<file path="src/rtl/pbus_arb_pkg.sv">
package pbus_arb_pkg;
  // Grant vector layout: memory at the bottom, I/O nodes next, CPU on top.
  localparam int unsigned SLOT_MEM = 0;
  localparam int unsigned SLOT_IO0 = 1;

  function automatic int unsigned cpu_slot(input int unsigned n_io);
    return n_io + 1;
  endfunction
endpackage

</file>
<file path="src/rtl/pbus_arb_hold.sv">
module pbus_arb_hold (
  input  logic clk,
  input  logic rst_n,
  input  logic legacy_en_i,
  input  logic hint_i,
  input  logic accept_i,
  output logic hold_o,
  output logic wr_block_o
);
  logic served_q;
  logic served_d;
  logic served_en;

  always_comb begin
    served_en = 1'b1;
    served_d  = hint_i & (served_q | (legacy_en_i & accept_i));
  end

  always_ff @(posedge clk or negedge rst_n) begin
    if (!rst_n) begin
      served_q <= 1'b0;
    end else if (served_en) begin
      served_q <= served_d;
    end
  end

  assign hold_o     = legacy_en_i & hint_i & ~served_q;
  assign wr_block_o = legacy_en_i & hint_i;

  AST_ACCEPT_RELEASES: assert property (@(posedge clk) disable iff (!rst_n)
    (legacy_en_i && hint_i && accept_i) |=> !hold_o);
  AST_DROP_REARMS: assert property (@(posedge clk) disable iff (!rst_n)
    !hint_i |=> (hold_o == (legacy_en_i && hint_i)));
endmodule

</file>
<file path="src/rtl/pbus_arb_rr.sv">
module pbus_arb_rr #(
  parameter int unsigned NUM_IO = 2
) (
  input  logic              clk,
  input  logic              rst_n,
  input  logic [NUM_IO-1:0] req_i,
  input  logic              take_i,
  output logic [NUM_IO-1:0] pick_o
);
  localparam int unsigned PW = (NUM_IO > 1) ? $clog2(NUM_IO) : 1;
  localparam logic [PW-1:0] LAST = PW'(NUM_IO - 1);

  logic [PW-1:0] ptr_q;
  logic [PW-1:0] ptr_d;
  logic [PW-1:0] pick_idx;
  logic          found;

  always_comb begin
    int unsigned idx;
    pick_o   = '0;
    pick_idx = ptr_q;
    found    = 1'b0;
    for (int unsigned k = 0; k < NUM_IO; k++) begin
      idx = int'(ptr_q) + k;
      if (idx >= NUM_IO) idx = idx - NUM_IO;
      if (!found && req_i[idx]) begin
        found       = 1'b1;
        pick_o[idx] = 1'b1;
        pick_idx    = PW'(idx);
      end
    end
  end

  always_comb begin
    ptr_d = ptr_q;
    if (take_i) begin
      ptr_d = (pick_idx == LAST) ? '0 : pick_idx + 1'b1;
    end
  end

  always_ff @(posedge clk or negedge rst_n) begin
    if (!rst_n) begin
      ptr_q <= '0;
    end else if (take_i) begin
      ptr_q <= ptr_d;
    end
  end

  AST_TURN_STILL: assert property (@(posedge clk) disable iff (!rst_n)
    !take_i |=> $stable(ptr_q));
  AST_TURN_HONOURED: assert property (@(posedge clk) disable iff (!rst_n)
    req_i[ptr_q] |-> pick_o[ptr_q]);
endmodule

</file>
<file path="src/rtl/pbus_arb_prio.sv">
module pbus_arb_prio #(
  parameter int unsigned NUM_IO = 2
) (
  input  logic              mem_i,
  input  logic [NUM_IO-1:0] io_pick_i,
  input  logic              cpu_i,
  output logic [NUM_IO+1:0] gnt_d_o,
  output logic              io_win_o
);
  import pbus_arb_pkg::*;

  always_comb begin
    gnt_d_o  = '0;
    io_win_o = 1'b0;
    if (mem_i) begin
      gnt_d_o[SLOT_MEM] = 1'b1;
    end else if (|io_pick_i) begin
      gnt_d_o[SLOT_IO0 +: NUM_IO] = io_pick_i;
      io_win_o = 1'b1;
    end else if (cpu_i) begin
      gnt_d_o[cpu_slot(NUM_IO)] = 1'b1;
    end
  end
endmodule

</file>
<file path="src/rtl/pbus_arb.sv">
module pbus_arb #(
  parameter int unsigned NUM_IO = 2
) (
  input  logic              clk,
  input  logic              rst_n,
  input  logic              mem_rtn_req_i,
  input  logic [NUM_IO-1:0] io_req_i,
  input  logic              cpu_req_i,
  input  logic              legacy_en_i,
  input  logic              crit_hint_i,
  input  logic              crit_wr_i,
  input  logic              crit_accept_i,
  output logic [NUM_IO+1:0] gnt_o,
  output logic              nop_o
);
  import pbus_arb_pkg::*;

  localparam int unsigned NODES  = NUM_IO + 2;
  localparam int unsigned CRIT   = NUM_IO - 1;
  localparam int unsigned CPU    = NUM_IO + 1;
  localparam int unsigned CSLOT  = SLOT_IO0 + CRIT;

  // Reset: asserted asynchronously, released on a clock edge.
  logic [1:0] rsync_q;
  logic       rst_sn;

  always_ff @(posedge clk or negedge rst_n) begin
    if (!rst_n) begin
      rsync_q <= 2'b00;
    end else begin
      rsync_q <= {rsync_q[0], 1'b1};
    end
  end
  assign rst_sn = rsync_q[1];

  logic              hold;
  logic              wr_block;
  logic [NUM_IO-1:0] io_eff;
  logic [NUM_IO-1:0] io_pick;
  logic              mem_eff;
  logic              cpu_eff;
  logic              io_win;
  logic [NODES-1:0]  gnt_d;
  logic [NODES-1:0]  gnt_q;
  logic              gnt_en;

  pbus_arb_hold u_hold (
    .clk         (clk),
    .rst_n       (rst_sn),
    .legacy_en_i (legacy_en_i),
    .hint_i      (crit_hint_i),
    .accept_i    (crit_accept_i),
    .hold_o      (hold),
    .wr_block_o  (wr_block)
  );

  generate
    for (genvar i = 0; i < NUM_IO; i++) begin : g_iomask
      if (i == CRIT) begin : g_crit
        assign io_eff[i] = io_req_i[i] & ~(wr_block & crit_wr_i);
      end else begin : g_plain
        assign io_eff[i] = io_req_i[i] & ~hold;
      end
    end
  endgenerate

  assign mem_eff = mem_rtn_req_i & ~hold;
  assign cpu_eff = cpu_req_i & ~hold;

  pbus_arb_rr #(.NUM_IO(NUM_IO)) u_rr (
    .clk    (clk),
    .rst_n  (rst_sn),
    .req_i  (io_eff),
    .take_i (io_win),
    .pick_o (io_pick)
  );

  pbus_arb_prio #(.NUM_IO(NUM_IO)) u_prio (
    .mem_i     (mem_eff),
    .io_pick_i (io_pick),
    .cpu_i     (cpu_eff),
    .gnt_d_o   (gnt_d),
    .io_win_o  (io_win)
  );

  assign gnt_en = 1'b1;

  always_ff @(posedge clk or negedge rst_sn) begin
    if (!rst_sn) begin
      gnt_q <= '0;
    end else if (gnt_en) begin
      gnt_q <= gnt_d;
    end
  end

  assign gnt_o = gnt_q;
  assign nop_o = ~|gnt_q;

  AST_GNT_ONEHOT: assert property (@(posedge clk) disable iff (!rst_sn)
    $onehot0(gnt_q));
  AST_MEM_FIRST: assert property (@(posedge clk) disable iff (!rst_sn)
    (mem_rtn_req_i && !hold) |=> gnt_q[SLOT_MEM]);
  AST_CPU_LAST: assert property (@(posedge clk) disable iff (!rst_sn)
    (cpu_req_i && (mem_eff || (io_eff != '0))) |=> !gnt_q[CPU]);
  AST_HOLD_ONLY: assert property (@(posedge clk) disable iff (!rst_sn)
    hold |=> ((gnt_q & ~(NODES'(1) << CSLOT)) == '0));
  AST_WR_MASK: assert property (@(posedge clk) disable iff (!rst_sn)
    (legacy_en_i && crit_hint_i && crit_wr_i) |=> !gnt_q[CSLOT]);
  AST_IDLE_NOP: assert property (@(posedge clk) disable iff (!rst_sn)
    (!mem_rtn_req_i && (io_req_i == '0) && !cpu_req_i) |=> nop_o);
endmodule

</file>
<file path="config.mk">
export PLATFORM = sky130hd
export DESIGN_NAME = pbus_arb
export DESIGN_NICKNAME = d
export VERILOG_FILES = /design/src/rtl/pbus_arb_pkg.sv /design/src/rtl/pbus_arb_hold.sv /design/src/rtl/pbus_arb_rr.sv /design/src/rtl/pbus_arb_prio.sv /design/src/rtl/pbus_arb.sv
export SDC_FILE = /design/constraint.sdc
export NUM_CORES = 1
export LEC_CHECK = 0
export ABC_AREA = 1
export BUFFER_PORTS_ARGS = -buffer_cell sky130_fd_sc_hd__buf_2
export CORE_AREA = 2 2 39 41
export CTS_BUF_LIST = sky130_fd_sc_hd__clkbuf_16
export CTS_CLUSTER_SIZE = 40
export DETAILED_ROUTE_END_ITERATION = 7
export DIE_AREA = 0 0 41 43
export PLACE_DENSITY = 0.57
export SETUP_SLACK_MARGIN = 0.3
export SLEW_MARGIN = 20
export SYNTH_ARGS = -nofsm -noshare
export SYNTH_HDL_FRONTEND = slang
export SYNTH_HIERARCHICAL = 1
export SYNTH_SLANG_ARGS = --single-unit
</file>
<file path="constraint.sdc">
create_clock -name clk -period 0.8 [get_ports clk]
set_clock_uncertainty 0.05 [all_clocks]
set_input_delay 0.08 -clock clk [delete_from_list [all_inputs] [get_ports clk]]
set_output_delay 0.08 -clock clk [all_outputs]
set_load 0.01 [all_outputs]
</file>
== Word-level counts from Yosys, hierarchy flattened ==
Index checks and enable logic that the tools add are counted.

* Logic and storage cells: 58
* Bits in registers: 8

* Magnitude comparators: 6
* Mux-type cells: 23
* Add/subtract/negate cells: 4
* Reductions and logical operators: 7
* Bitwise logic cells: 14

{| class="wikitable"
|+ Operator list
! cell !! count
|-
| >= comparator 32 x 1 -> 1 bit (second input constant) || 2
|-
| < comparator 32 x 2 -> 1 bit (second input constant) || 2
|-
| two-way mux 32 bit || 2
|-
| >= comparator 32 x 2 -> 1 bit (second input constant) || 1
|-
| subtractor 32 x 2 -> 32 bit (second input constant) || 1
|-
| two-way mux 1 bit || 15
|-
| AND 1 bit || 9
|-
| two-way mux 2 bit || 3
|-
| OR reduction 4 bit || 1
|-
| logical AND 1 bit || 3
|-
| two-way mux 3 bit || 1
|-
| inverter 1 bit || 3
|-
| subtractor 1 x 2 -> 3 bit (second input constant) || 1
|-
| adder 1 x 1 -> 2 bit (second input constant) || 1
|-
| demux 1 bit (select 1 bit) || 2
|-
| >= comparator 1 x 2 -> 1 bit (second input constant) || 1
|-
| zero test 1 bit || 2
|-
| bitwise OR 2 bit || 1
|-
| OR reduction 2 bit || 1
|-
| adder 1 bit (second input constant) || 1
|-
| bitwise OR 1 bit || 1
|}

== Longest topological paths before layout ==
* Depth in word-level cells: 13
* Gate-level depth with buffers: 12
* Gate-level depth less buffers: 12

== Hierarchy ==
Netlist, hierarchy kept.

{| class="wikitable"
|+ Modules (own cells, without submodules)
! module !! area each (sq um) !! cells an instance !! instances
|-
| pbus_arb || 210.2 || 21 || 1
|-
| pbus_arb_rr || 68.8 || 12 || 1
|-
| pbus_arb_hold || 51.3 || 7 || 1
|-
| pbus_arb_prio || 45.0 || 11 || 1
|}

== Worst setup path after synthesis ==
No wires, ideal clock.

* Path kind: reg2reg
* Start: reg u_hold.served_q
* End: reg u_rr.ptr_q
* Required time: 685 ps
* Cell stages (with the launch flop): 12
* Slack: -404 ps
* Data arrival time: 1089 ps
* Clock period less this slack: 1204 ps
* Library setup time: 65 ps
* Cells stage by stage: dfrtp_1 nor2_2 nor2_1 nand2_1 nand2_1 inv_1 nor2_1 nor2_1 inv_1 a21oi_1 nand2_1 nand2_1

* Longest elaborated chain between the ends: 13

{| class="wikitable"
|+ RTL lines
! item !! RTL line !! text
|-
| start, declared || pbus_arb_hold.sv:10 || <nowiki>logic served_q;</nowiki>
|-
| start signal, assigned || pbus_arb_hold.sv:23 || <nowiki>served_q <= served_d;</nowiki>
|-
| inverter 1 bit (*) || pbus_arb_hold.sv:27 || <nowiki>assign hold_o = legacy_en_i & hint_i & ~served_q;</nowiki>
|-
| AND 1 bit (*) || pbus_arb_hold.sv:27 ||
|-
| named net hold || pbus_arb.sv:36 || <nowiki>logic hold;</nowiki>
|-
| inverter 1 bit (*) || pbus_arb.sv:62 || <nowiki>assign io_eff[i] = io_req_i[i] & ~hold;</nowiki>
|-
| AND 1 bit (*) || pbus_arb.sv:62 ||
|-
| named net io_eff[0] || pbus_arb.sv:38 || <nowiki>logic [NUM_IO-1:0] io_eff;</nowiki>
|-
| two-way mux 1 bit (not written as such) (2 in a row) || pbus_arb_rr.sv:26 || <nowiki>if (!found && req_i[idx]) begin</nowiki>
|-
| two-way mux 1 bit || pbus_arb_rr.sv:26 ||
|-
| zero test 1 bit || pbus_arb_rr.sv:26 ||
|-
| logical AND 1 bit || pbus_arb_rr.sv:26 ||
|-
| two-way mux 2 bit (*) || pbus_arb_rr.sv:26 ||
|-
| named net io_pick[1] || pbus_arb.sv:39 || <nowiki>logic [NUM_IO-1:0] io_pick;</nowiki>
|-
| OR reduction 2 bit (*) || pbus_arb_prio.sv:17 || <nowiki>end else if (|io_pick_i) begin</nowiki>
|-
| two-way mux 1 bit (*) || pbus_arb_prio.sv:17 ||
|-
| two-way mux 1 bit (*) || pbus_arb_prio.sv:15 || <nowiki>if (mem_i) begin</nowiki>
|-
| named net io_win || pbus_arb.sv:42 || <nowiki>logic io_win;</nowiki>
|-
| end signal, assigned || pbus_arb_rr.sv:45 || <nowiki>ptr_q <= ptr_d;</nowiki>
|-
| end, declared || pbus_arb_rr.sv:13 || <nowiki>logic [PW-1:0] ptr_q;</nowiki>
|}

Mark *: on every way through the listed nets, which the timed path passes. The rest lies on a longest branch. The select of a mux whose other input is x is not followed.
A chain may end at the register's enable or synchronous reset.

== Worst setup path in the final report ==
* Start: reg u_hold.served_q
* End: reg u_rr.ptr_q

* Longest elaborated chain between the ends: 13

{| class="wikitable"
|+ RTL lines
! item !! RTL line
|-
| inverter 1 bit (*) || pbus_arb_hold.sv:27
|-
| AND 1 bit (*) || pbus_arb_hold.sv:27
|-
| named net hold || pbus_arb.sv:36
|-
| inverter 1 bit (*) || pbus_arb.sv:62
|-
| AND 1 bit (*) || pbus_arb.sv:62
|-
| named net io_eff[0] || pbus_arb.sv:38
|-
| two-way mux 1 bit (not written as such) (2 in a row) || pbus_arb_rr.sv:26
|-
| two-way mux 1 bit || pbus_arb_rr.sv:26
|-
| zero test 1 bit || pbus_arb_rr.sv:26
|-
| logical AND 1 bit || pbus_arb_rr.sv:26
|-
| two-way mux 2 bit || pbus_arb_rr.sv:26
|-
| OR reduction 2 bit || pbus_arb_prio.sv:17
|-
| two-way mux 1 bit || pbus_arb_prio.sv:17
|-
| two-way mux 1 bit || pbus_arb_prio.sv:15
|}

Marks and branches as above.

==> reports/results.ini <==
[layout]
instances_no_fill=97
drive_gt1_frac=0.506
finalNetCount=93
final_cell_mix=inv_1 (13), buf_2 (12), buf_4 (12), nand2_1 (10), dfrtp_1 (8)
antenna_cells=0
utilization=0.493
final_common_cell=inv_1
area_growth_syn_to_layout_pct=81.7

[logic_synthesis]
synth_area_um2=375
syn_area_per_cell_um2=7.36
synth-seq-cells=8
ys_warn_count=6
seq_area_frac_synth=0.533
synth.distinct_cells=10
syn_nets=61
syn-instance-count=51

[power]
p_leak_nw=0.402
power.total_mw=1.66
power_per_cell_area_mw_per_mm2=2430
vdd.ir_drop.worst_mv=1.24

[worst_setup_path]
required_ns=0.87
reg2regPathDepth=9
crit_type=reg2reg
end_kind=register
r2r_slack_ns=-0.52
crit_path_start_kind=register
path_buf_inv=3
cp_top_family=simple AND/OR/NAND/NOR gates
slowest_delay_ns=0.37
worstPathCellList=nor2_2, nor2_2, nand2_1, nand2_2, buf_4, buf_4, buf_4, nand2_1, nand2_1
setup.worst_path.start=u_hold/served_q
crit_end=u_rr/ptr_q
crit_cells=9
arrival_ns=1.39
regToRegEndpoint=u_rr/ptr_q
cp_slowest_cell=dfrtp_1
path_max_fanout=2
reg2reg_from=u_hold/served_q

[sta]
drv_slew=0
final_hold_viol_count=0
fin_setup_tns_ns=-2.27
min_period_ns=1.32
fin_crit_sh=1.65
rsz0062_at_grt=true
setup_viol=10
fmax_ghz=0.757
layout_setup_ws_ns=-0.521

[detailed_routing]
drt-initial-drc-count=2
viasPerCell=4.07
drt_wl_total_um=748
ant_nets=0
drc=0
routedWlPerCell_um=7.71
firstDrtPassIters=2
vias=395

[min_path]
hp-start=crit_accept_i
hold_class=in2reg

[placement]
dp_cells=87
gp_congestion=0.687
hpwlAfterDp_um=562
port_buffers=14
place_ws_ns=-0.472

[die]
fp.dieW_um=41
start_util=0.271
core_mm2=0.00138
io-pin-count=15
fp-row-count=14
die-height_um=43
dieArea_mm2=0.00176

[grt]
grt_pass1_vias=396
grt_max_degree=7
antenna_found_initial=0
grt_overflow_total=0
grt_pass1_wl_mm=1.45
grt.total_usage=0.128

[cts]
cts_buffer_depth=2
cts-root-buf=clkbuf_16
clkLatencyLatePin_ns=0.23
cts_tree=built
clkSlewWorstSetupHoldPaths_ns=0.04
cts.sink_count=8
cts_made_buffers=3
cts_max_level=1

[job]
drv_cap=0

[status]
failed_checks=negative setup slack
status=complete, but fails checks

==> synth_stat cells <==
master    number  share of area
a21boi_1       1          0.020
a21oi_1        2          0.027
buf_4          1          0.020
conb_1         1          0.010
dfrtp_1        8           0.53
inv_1         15           0.15
nand2_1       12           0.12
nand3_1        1          0.013
nor2_1         9          0.090
nor2_2         1          0.017
==> registers in the layout, summed over array words and instances (netlist names) <==
name	flops
gnt_o	4
rsync_q	2
u_hold/served_q	1
u_rr/ptr_q	1
==> through the flow <==
step,cell area [um^2],hold WS (ns)
after floorplan,378,-0.266
after global placement,513,-0.185
after detailed placement,513,-0.181
after CTS,643,0.0295
after global routing,682,0.0678
final,682,0.0260
==> worst reg2reg max path: stages, from the launching register on <==
cell and delay, ns:
dfrtp_1 0.37, nor2_2 0.14, nor2_2 0.05, nand2_1 0.07
nand2_2 0.06, buf_4 0.14, buf_4 0.12, buf_4 0.12
nand2_1 0.05, nand2_1 0.04
==> where the power goes <==
group	total, mW	internal (mW)	switching (mW)
logic	0.351	0.198	0.153
registers	0.489	0.452	0.0372
clock network	0.818	0.642	0.176
total	1.66	1.29	0.366
==> cells by family (layout without fill, tap and decap cells) <==
logic type	Yosys count	after routing	share of synthesized area
AO/OA/AOI/OAI	3	3	0.0467
other	1	1	0.00999
flip-flops	8	8	0.533
AND/OR/NAND/NOR	23	23	0.240
buffers and inverters	16	46	0.170
==> worst min-delay path by stage <==
stage / end / slack [ns] / depth (start not counted)
after global routing: u_hold/served_q / 0.07 / 3
final: u_hold/served_q / 0.03 / 3
after CTS: u_hold/served_q / 0.03 / 3
after global placement: rsync_q[0] / -0.18 / 1
after floorplan: rsync_q[0] / -0.27 / 0
after detailed placement: rsync_q[0] / -0.18 / 1
==> routing by layer <==
metal / GRT usage / share of wire / vias up
met3: 0.0157 / 0.043 / 4
met2: 0.200 / 0.55 / 11
met4: 0.140 / 0.057 / 0
met5: 0 / 0 / -
met1: 0.127 / 0.34 / 180
li1: - / - / 200
==> layout make-up <==
type                    instances  area [um^2]
fillers                       148          702
multi-input cells              27          134
flip-flops and latches          8          200
repair buffers                 28          194
clock buffers                   3         75.1
inverters                      15         58.8
well taps                      16         20.0
==> timing repair <==
action,4_1_cts,5_1_grt
gates resized for setup,6,7
setup endpoints to repair,12,12
hold buffers,1,0
setup buffers,4,2
hold endpoints to repair,2,0
cloned,0,0
pin swaps,3,2
Note: power is estimated with default switching activity, not from simulation.
